## src/rtl/irq_arb_pkg.sv

```systemverilog
package irq_arb_pkg;

    typedef enum logic [1:0] {
        LVL_LOW  = 2'd0,
        LVL_HIGH = 2'd1,
        LVL_TOP  = 2'd2
    } lvl_e;

    localparam int NUM_LVL = 3;

    // rank 0 means nothing in service; rank n means level n-1
    function automatic logic [1:0] svc_rank(input logic [NUM_LVL-1:0] bits);
        if (bits[2])      return 2'd3;
        else if (bits[1]) return 2'd2;
        else if (bits[0]) return 2'd1;
        else              return 2'd0;
    endfunction

endpackage

```

## src/rtl/irq_level_mask.sv

```systemverilog
module irq_level_mask #(
    parameter int NSRC = 8
) (
    input  logic [NSRC-1:0] req_flags,
    input  logic [NSRC-1:0] src_en,
    input  logic            glb_en,
    input  logic [NSRC-1:0] prio_hi,
    output logic [NSRC-1:0] top_v,
    output logic [NSRC-1:0] high_v,
    output logic [NSRC-1:0] low_v
);
    localparam logic [NSRC-1:0] PF_BIT = NSRC'(1);

    logic [NSRC-1:0] gated;

    always_comb begin
        gated  = req_flags & src_en & {NSRC{glb_en}} & ~PF_BIT;
        top_v  = req_flags & src_en & PF_BIT;
        high_v = gated & prio_hi;
        low_v  = gated & ~prio_hi;
    end
endmodule

```

## src/rtl/irq_first_set.sv

```systemverilog
module irq_first_set #(
    parameter int N  = 8,
    parameter int IW = 3
) (
    input  logic [N-1:0]  vec,
    output logic          found,
    output logic [IW-1:0] idx
);
    always_comb begin
        found = 1'b0;
        idx   = '0;
        for (int i = N - 1; i >= 0; i--) begin
            if (vec[i]) begin
                found = 1'b1;
                idx   = IW'(i);
            end
        end
    end
endmodule

```

## src/rtl/irq_svc_stack.sv

```systemverilog
module irq_svc_stack
    import irq_arb_pkg::*;
(
    input  logic               clk,
    input  logic               rst_n,
    input  logic               push,
    input  lvl_e               push_lvl,
    input  logic               pop,
    output logic [NUM_LVL-1:0] in_service,
    output logic [1:0]         cur_rank
);
    typedef struct packed {
        logic [NUM_LVL-1:0] bits;
    } stk_t;

    stk_t stk_d, stk_q;

    always_comb begin
        stk_d = stk_q;
        if (pop) begin
            if (stk_q.bits[2])      stk_d.bits[2] = 1'b0;
            else if (stk_q.bits[1]) stk_d.bits[1] = 1'b0;
            else                    stk_d.bits[0] = 1'b0;
        end
        if (push) begin
            case (push_lvl)
                LVL_TOP:  stk_d.bits[2] = 1'b1;
                LVL_HIGH: stk_d.bits[1] = 1'b1;
                default:  stk_d.bits[0] = 1'b1;
            endcase
        end
    end

    always_ff @(posedge clk) begin
        if (!rst_n) stk_q <= '0;
        else        stk_q <= stk_d;
    end

    assign in_service = stk_q.bits;
    assign cur_rank   = svc_rank(stk_q.bits);
endmodule

```

## src/rtl/irq_arbiter.sv

```systemverilog
module irq_arbiter
    import irq_arb_pkg::*;
#(
    parameter int          NSRC       = 8,
    parameter int          AW         = 16,
    parameter logic [15:0] VEC_BASE   = 16'h0003,
    parameter int          VEC_STRIDE = 8,
    localparam int         IDXW       = (NSRC > 1) ? $clog2(NSRC) : 1
) (
    input  logic            clk,
    input  logic            rst_n,
    input  logic [NSRC-1:0] req_flags,
    input  logic [NSRC-1:0] src_en,
    input  logic            glb_en,
    input  logic [NSRC-1:0] prio_hi,
    input  logic            insn_done,
    input  logic            insn_was_reti,
    input  logic            insn_wrote_cfg,
    input  logic            reti_pulse,
    input  logic            ack,
    output logic            svc_req,
    output logic [IDXW-1:0] svc_idx,
    output logic [AW-1:0]   svc_vec,
    output logic [1:0]      svc_level,
    output logic [2:0]      in_service
);
    typedef struct packed {
        logic            pend;
        logic [IDXW-1:0] idx;
        lvl_e            lvl;
    } req_t;

    req_t st_d, st_q;

    logic [NSRC-1:0] lvl_vec   [NUM_LVL];
    logic            lvl_found [NUM_LVL];
    logic [IDXW-1:0] lvl_idx   [NUM_LVL];

    logic            win_found;
    logic [IDXW-1:0] win_idx;
    lvl_e            win_lvl;
    logic [1:0]      win_rank;
    logic [1:0]      cur_rank;
    logic            boundary_ok;
    logic            push;

    irq_level_mask #(.NSRC(NSRC)) u_mask (
        .req_flags (req_flags),
        .src_en    (src_en),
        .glb_en    (glb_en),
        .prio_hi   (prio_hi),
        .top_v     (lvl_vec[2]),
        .high_v    (lvl_vec[1]),
        .low_v     (lvl_vec[0])
    );

    for (genvar g = 0; g < NUM_LVL; g++) begin : g_pick
        irq_first_set #(.N(NSRC), .IW(IDXW)) u_pick (
            .vec   (lvl_vec[g]),
            .found (lvl_found[g]),
            .idx   (lvl_idx[g])
        );
    end

    // level outranks natural order: scan from top level downward
    always_comb begin
        win_found = 1'b0;
        win_idx   = '0;
        win_lvl   = LVL_LOW;
        win_rank  = 2'd0;
        for (int g = NUM_LVL - 1; g >= 0; g--) begin
            if (!win_found && lvl_found[g]) begin
                win_found = 1'b1;
                win_idx   = lvl_idx[g];
                win_lvl   = lvl_e'(g);
                win_rank  = 2'(g + 1);
            end
        end
    end

    assign boundary_ok = insn_done && !insn_was_reti && !insn_wrote_cfg;
    assign push        = st_q.pend && ack;

    always_comb begin
        st_d = st_q;
        if (push) st_d.pend = 1'b0;
        if (!st_q.pend && boundary_ok && win_found && (win_rank > cur_rank)) begin
            st_d.pend = 1'b1;
            st_d.idx  = win_idx;
            st_d.lvl  = win_lvl;
        end
    end

    always_ff @(posedge clk) begin
        if (!rst_n) st_q <= '{pend: 1'b0, idx: '0, lvl: LVL_LOW};
        else        st_q <= st_d;
    end

    irq_svc_stack u_stack (
        .clk        (clk),
        .rst_n      (rst_n),
        .push       (push),
        .push_lvl   (st_q.lvl),
        .pop        (reti_pulse),
        .in_service (in_service),
        .cur_rank   (cur_rank)
    );

    assign svc_req   = st_q.pend;
    assign svc_idx   = st_q.idx;
    assign svc_level = st_q.lvl;
    assign svc_vec   = AW'(VEC_BASE) + AW'(st_q.idx) * AW'(VEC_STRIDE);
endmodule

```

## config.mk

```make
export PLATFORM = sky130hd
export DESIGN_NAME = irq_arbiter
export DESIGN_NICKNAME = d
export VERILOG_FILES = /design/src/rtl/irq_arb_pkg.sv /design/src/rtl/irq_level_mask.sv /design/src/rtl/irq_first_set.sv /design/src/rtl/irq_svc_stack.sv /design/src/rtl/irq_arbiter.sv
export SDC_FILE = /design/constraint.sdc
export NUM_CORES = 1
export LEC_CHECK = 0
export ABC_CLOCK_PERIOD_IN_PS = 4600
export BUFFER_PORTS_ARGS = -buffer_cell sky130_fd_sc_hd__buf_4
export CAP_MARGIN = 20
export CORE_ASPECT_RATIO = 1.25
export CORE_MARGIN = 5
export CORE_UTILIZATION = 47
export CTS_BUF_LIST = sky130_fd_sc_hd__clkbuf_8
export DETAILED_ROUTE_END_ITERATION = 16
export PLACE_DENSITY_LB_ADDON = 0.15
export SLEW_MARGIN = 5
export SYNTH_ARGS = -nofsm -noshare
export SYNTH_HDL_FRONTEND = slang
export SYNTH_SLANG_ARGS = --single-unit
```

## constraint.sdc

```tcl
create_clock -name clk -period 4.6 [get_ports clk]
set_input_delay 0.69 -clock clk [delete_from_list [all_inputs] [get_ports clk]]
set_output_delay 0.69 -clock clk [all_outputs]
set_load 0.01 [all_outputs]
```

After elaboration in Yosys (flattened, before gate mapping)
Cells that the tools add are included.

storage, ports and cells
  input bits = 32
  bits in registers = 9
  logic and storage cells = 84
  output and inout bits = 25

cells by class
  bitwise logic cells = 5
  order comparisons = 1
  eq/ne operators = 2
  muxes and demuxes = 56
  reductions and logical operators = 15
  add/sub/neg operators = 1

operators by type and width
  kind                 count
  $mux 3               20
  $and 8x8->8          4
  $mux 1               26
  $mux 2               9
  $logic_and 1x1->1    8
  $not 8->8            1
  $add 2x6->7 const A  1
  $mux 6               1
  $logic_not 1->1      5
  $eq 2x1->1 const B   1
  $eq 2x2->1 const B   1
  $gt 2x2->1           1
  $reduce_bool 2->1    1
  $reduce_or 2->1      1

Logic depth before layout (Yosys ltp)
  depth after elaboration = 19
  gate-level depth with buffers = 10
  depth with buffers taken out = 9

By module
Synthesis repeated with hierarchy kept, for this count alone.

second synthesis, totals
  cells, all modules = 152
  area, all modules = 1176.1 um2

modules (own cells, without submodules)
  module          area each (um2)  cells an instance  times used
  irq_arbiter     531.8            68                 1
  irq_first_set   80.1             13                 3
  irq_level_mask  225.2            26                 1
  irq_svc_stack   178.9            19                 1

Worst setup path after synthesis
No wires, ideal clock.

  kind = input to register
  from = input prio_hi[5]
  to = register st_q (netlist bit svc_idx[1])
  buffers on the path = 0
  stages = 9
  path slack = 2.140 ns
  required time = 4.521 ns
  arrival = 2.381 ns
  library setup time = 0.079 ns
  cell sequence = and4b_1 > and4bb_1 > a211oi_1 > a21oi_1 > ha_1 > nand2_1 > o211ai_1 > o21ba_1 > a211oi_2

between the ends
  word-level cells in the longest chain between the ends = 14
  elaborated cells between the ends (all ways) = 39

ends and longest elaborated chain
  item                                             RTL line              RTL
  start, declared                                  irq_arbiter.sv:15     input logic [NSRC-1:0] prio_hi,
  $and 8x8->8                                      irq_level_mask.sv:19  high_v = gated & prio_hi;
  $mux 1 (6 in a row)                              irq_first_set.sv:13   if (vec[i]) begin
  $logic_and 1x1->1                                irq_arbiter.sv:72     if (!win_found && lvl_found[g]) begin
  $mux 1                                           irq_arbiter.sv:72
  $logic_not 1->1                                  irq_arbiter.sv:72
  $logic_and 1x1->1                                irq_arbiter.sv:72
  $mux 2 or $mux 1 (tied branches)                 irq_arbiter.sv:72
  $gt 2x2->1 or $logic_and 1x1->1 (tied branches)  irq_arbiter.sv:87     if (!st_q.pend && boundary_ok && win_found && (win_rank > cur_rank)) begin
  $logic_and 1x1->1                                irq_arbiter.sv:87
  end signal, assigned                             irq_arbiter.sv:95     if (!rst_n) st_q <= '{pend: 1'b0, idx: '0, lvl: LVL_LOW};
  end signal, assigned                             irq_arbiter.sv:96     else st_q <= st_d;
  end, declared                                    irq_arbiter.sv:33     req_t st_d, st_q;

Several ways; a longest one is shown, not always the timed one.
A chain may end at the register's enable or synchronous reset.

Final worst setup path
  from = input glb_en
  to = register st_q (netlist bit svc_idx[2])

between the ends
  word-level cells in the longest chain between the ends = 17
  elaborated cells between the ends (all ways) = 47

ends and longest elaborated chain
  item                                             RTL line              RTL
  start, declared                                  irq_arbiter.sv:14     input logic glb_en,
  $and 8x8->8 *                                    irq_level_mask.sv:17  gated = req_flags & src_en & {NSRC{glb_en}} & ~PF_BIT;
  $and 8x8->8                                      irq_level_mask.sv:19
  $mux 1 (8 in a row)                              irq_first_set.sv:13
  $logic_and 1x1->1                                irq_arbiter.sv:72
  $mux 1                                           irq_arbiter.sv:72
  $logic_not 1->1                                  irq_arbiter.sv:72
  $logic_and 1x1->1                                irq_arbiter.sv:72
  $mux 2 or $mux 1 (tied branches)                 irq_arbiter.sv:72
  $gt 2x2->1 or $logic_and 1x1->1 (tied branches)  irq_arbiter.sv:87
  $logic_and 1x1->1                                irq_arbiter.sv:87

Every way passes the cells marked *; elsewhere a longest branch is shown, timed or not.

==> implementation parameters <==
Parameter                              Value

Timing
  Count of pins over their slew limit    0
  Peak Freq    385 MHz
  Clk_skew    1.13 ps
  # setup viols final    0
  Total negative slack    0 ps
  Shortest clock period the worst path allows after layout    2600 ps
  Final Worst Setup Slack    2000 ps
  Final worst-path cycle share    56.5%
  Setup repair after global routing missed its margin    false
  Hold violation count in the final report    0

Yosys
  Number of cells produced by synthesis    112
  Share of flip-flops with an asynchronous set or reset after synthesis    0%
  Mapped cell area    923 um^2
  Register bit count reported by yosys    9
  Ys Warns    0
  Biggest area contributors in the synthesized netlist    dfxtp_1 (20%), buf_4 (13%), ha_1 (5.4%)
  Cell type with the largest total area after synthesis    dfxtp_1
  Count of flip-flops with a built-in enable after synthesis    0
  Synthesized area per cell    between 8 and 9 um^2
  Sequential element share of the synthesized area    19.5%
  Number of different library cells in the post-synthesis netlist    34
  Top-area cell type share of the netlist area    just under 20%
  Top flip-flop cell by instance count after synthesis    dfxtp_1

Power
  Total Power    243 uW
  Static Leakage    between 0.0006 and 0.0007 uW
  Worst voltage drop across the vdd grid    80.1 uV
  Total power per unit cell area    199 nW/um^2

Drt
  Via-per-instance ratio    5.60
  Per-cell routed wire length    13.0 um
  First DRT Iteration DRCs    23
  Drt first pass iters    4
  Vias    between 900 and 1000
  Remaining antenna violation count    0
  Detailed-route DRC error count    0
  Total Routed Length    2230 um

GRT
  Total global-route track usage    around 16%
  Global-route wire length before repair    around 3700 um
  Overflow left after global routing    0
  Antenna violations before repair    0
  Vias in the first global route    942
  Largest net degree at the start of global routing    18

Placed design
  Placed instance count    168
  HPWL Detailed    roughly 1900 um
  GP Congestion    0.862
  Worst slack at placement    1760 ps
  # port buffers    42

Die
  Placement row count    18
  Full die area    2960 um^2
  Number of top-level design ports    57
  Die X-Extent    49.6 um
  Starting density of the core    47.7%
  Chip Height    59.6 um
  Area of the core    slightly below 2000 um^2

Clocking
  Clock transition at the registers of the reported paths    40 ps
  H-tree levels    1
  Clock latency reported for the late side of the worst-skew pair    roughly 240 ps
  Maximum root-to-sink buffer count    2
  Post-CTS resize count    0
  Number of buffers inserted during clock tree synthesis    3
  Setup Buffers After CTS    0
  Clock root cell    clkbuf_8
  Number of buffers added to fix hold violations after cts    0
  CTS tree    yes
  Clock sink count    9

Final layout
  Area grow syn2layout    32.0%
  Number of diodes added for antenna fixing    0
  Leading cell type in the layout, fill and taps excluded    buf_4
  Number of non-filler instances in the completed layout    172
  Proportion of layout cells with a drive suffix above 1    between 30% and 40%
  Highest-count cells in the layout ignoring fill and taps    buf_4 (42), conb_1 (13), dfxtp_1 (9), inv_1 (8)
  Final core utilization    62.9%
  Total number of nets in the final design    189

Critical path
  Critical path type    in2reg
  Worst endpoint data arrival time    2730 ps
  Crit end category    flop
  WP data required    4730 ps
  Critical Path Fanout Max    17
  Nature of the critical path startpoint    input port

Worst hold path
  Type of the worst min-delay path    reg2reg

Flow run
  Number of maximum-capacitance constraint violations    0

Status
  Result of the run    finished clean
==> layout make-up <==
class                   count  area [um^2]
clock buffers               3         41.3
clock inverters             1         3.75
fillers                   172          718
inverters                   7         26.3
multi-input cells          90          627
flip-flops and latches      9          180
well taps                  20         25.0
repair buffers             42          315
==> worst paths after layout <==
path         slack, ps  cells past startpoint                   from                     to
min                510                      2  u_stack.in_service[1]  u_stack.in_service[1]
min reg2reg        510                      2  u_stack.in_service[1]  u_stack.in_service[1]
max reg2reg       2790                      6  u_stack.in_service[2]             svc_idx[2]
max               2000                     10                 glb_en             svc_idx[2]
==> layer usage <==
layer	global-route usage (%)	share of wire, %	routed length, um	vias up
li1	-	-	-	482
met1	16.9	39	859	441
met2	29.1	52	1150	35
met3	2.77	7.1	159	5
met4	10.1	2.6	59	0
met5	0	0	0	-
==> power breakdown <==
part           total (uW)  internal, uW  switching [uW]
registers            81.6          80.0            1.55
clock network        90.0          58.1            31.8
logic                71.2          36.0            35.2
total                 243           174            68.6
==> synth_stat cells, drive strengths merged (3+ instances only) <==
library cell	instances
o21ai	5
and4b	6
o211ai	4
inv	7
nor2	7
a32oi	3
nand3	4
buf	17
nand4	10
dfxtp	9
nand2	5
ha	4
a21oi	7
nand4b	3
==> registers in the layout, summed over array words and instances (netlist names) <==
register	cells
svc_idx	3
svc_level	2
svc_req	1
u_stack.in_service	3
==> stage by stage <==
step | hold slack [ps] | instance area (um^2)
floorplan | 523 | 965
global placement | 501 | 1170
detailed placement | 505 | 1170
CTS | 511 | 1220
global route | 539 | 1220
finish | 509 | 1220
==> critical path, cell delays in order <==
cell and delay (ps):
buf_4 160, nand4_1 130, nand4_1 230, nor2_1 210, inv_1 60, ha_1 300, nor2b_1 150, o211ai_1 390
nor2_1 170, o211a_1 230
==> logic make-up (layout without fill, tap and decap cells) <==
group / after synthesis / after routing / share of synthesized area [%]
AOI/OAI and AO/OA: 31 / 31 / 24.0
buffers and inverters: 24 / 53 / 17.1
adders and majority gates: 4 / 4 / 5.42
DFF: 9 / 9 / 19.5
and+or+nand+nor: 42 / 42 / 33.2
other: 2 / 13 / 0.813
Power figures use the tool's default switching activity.
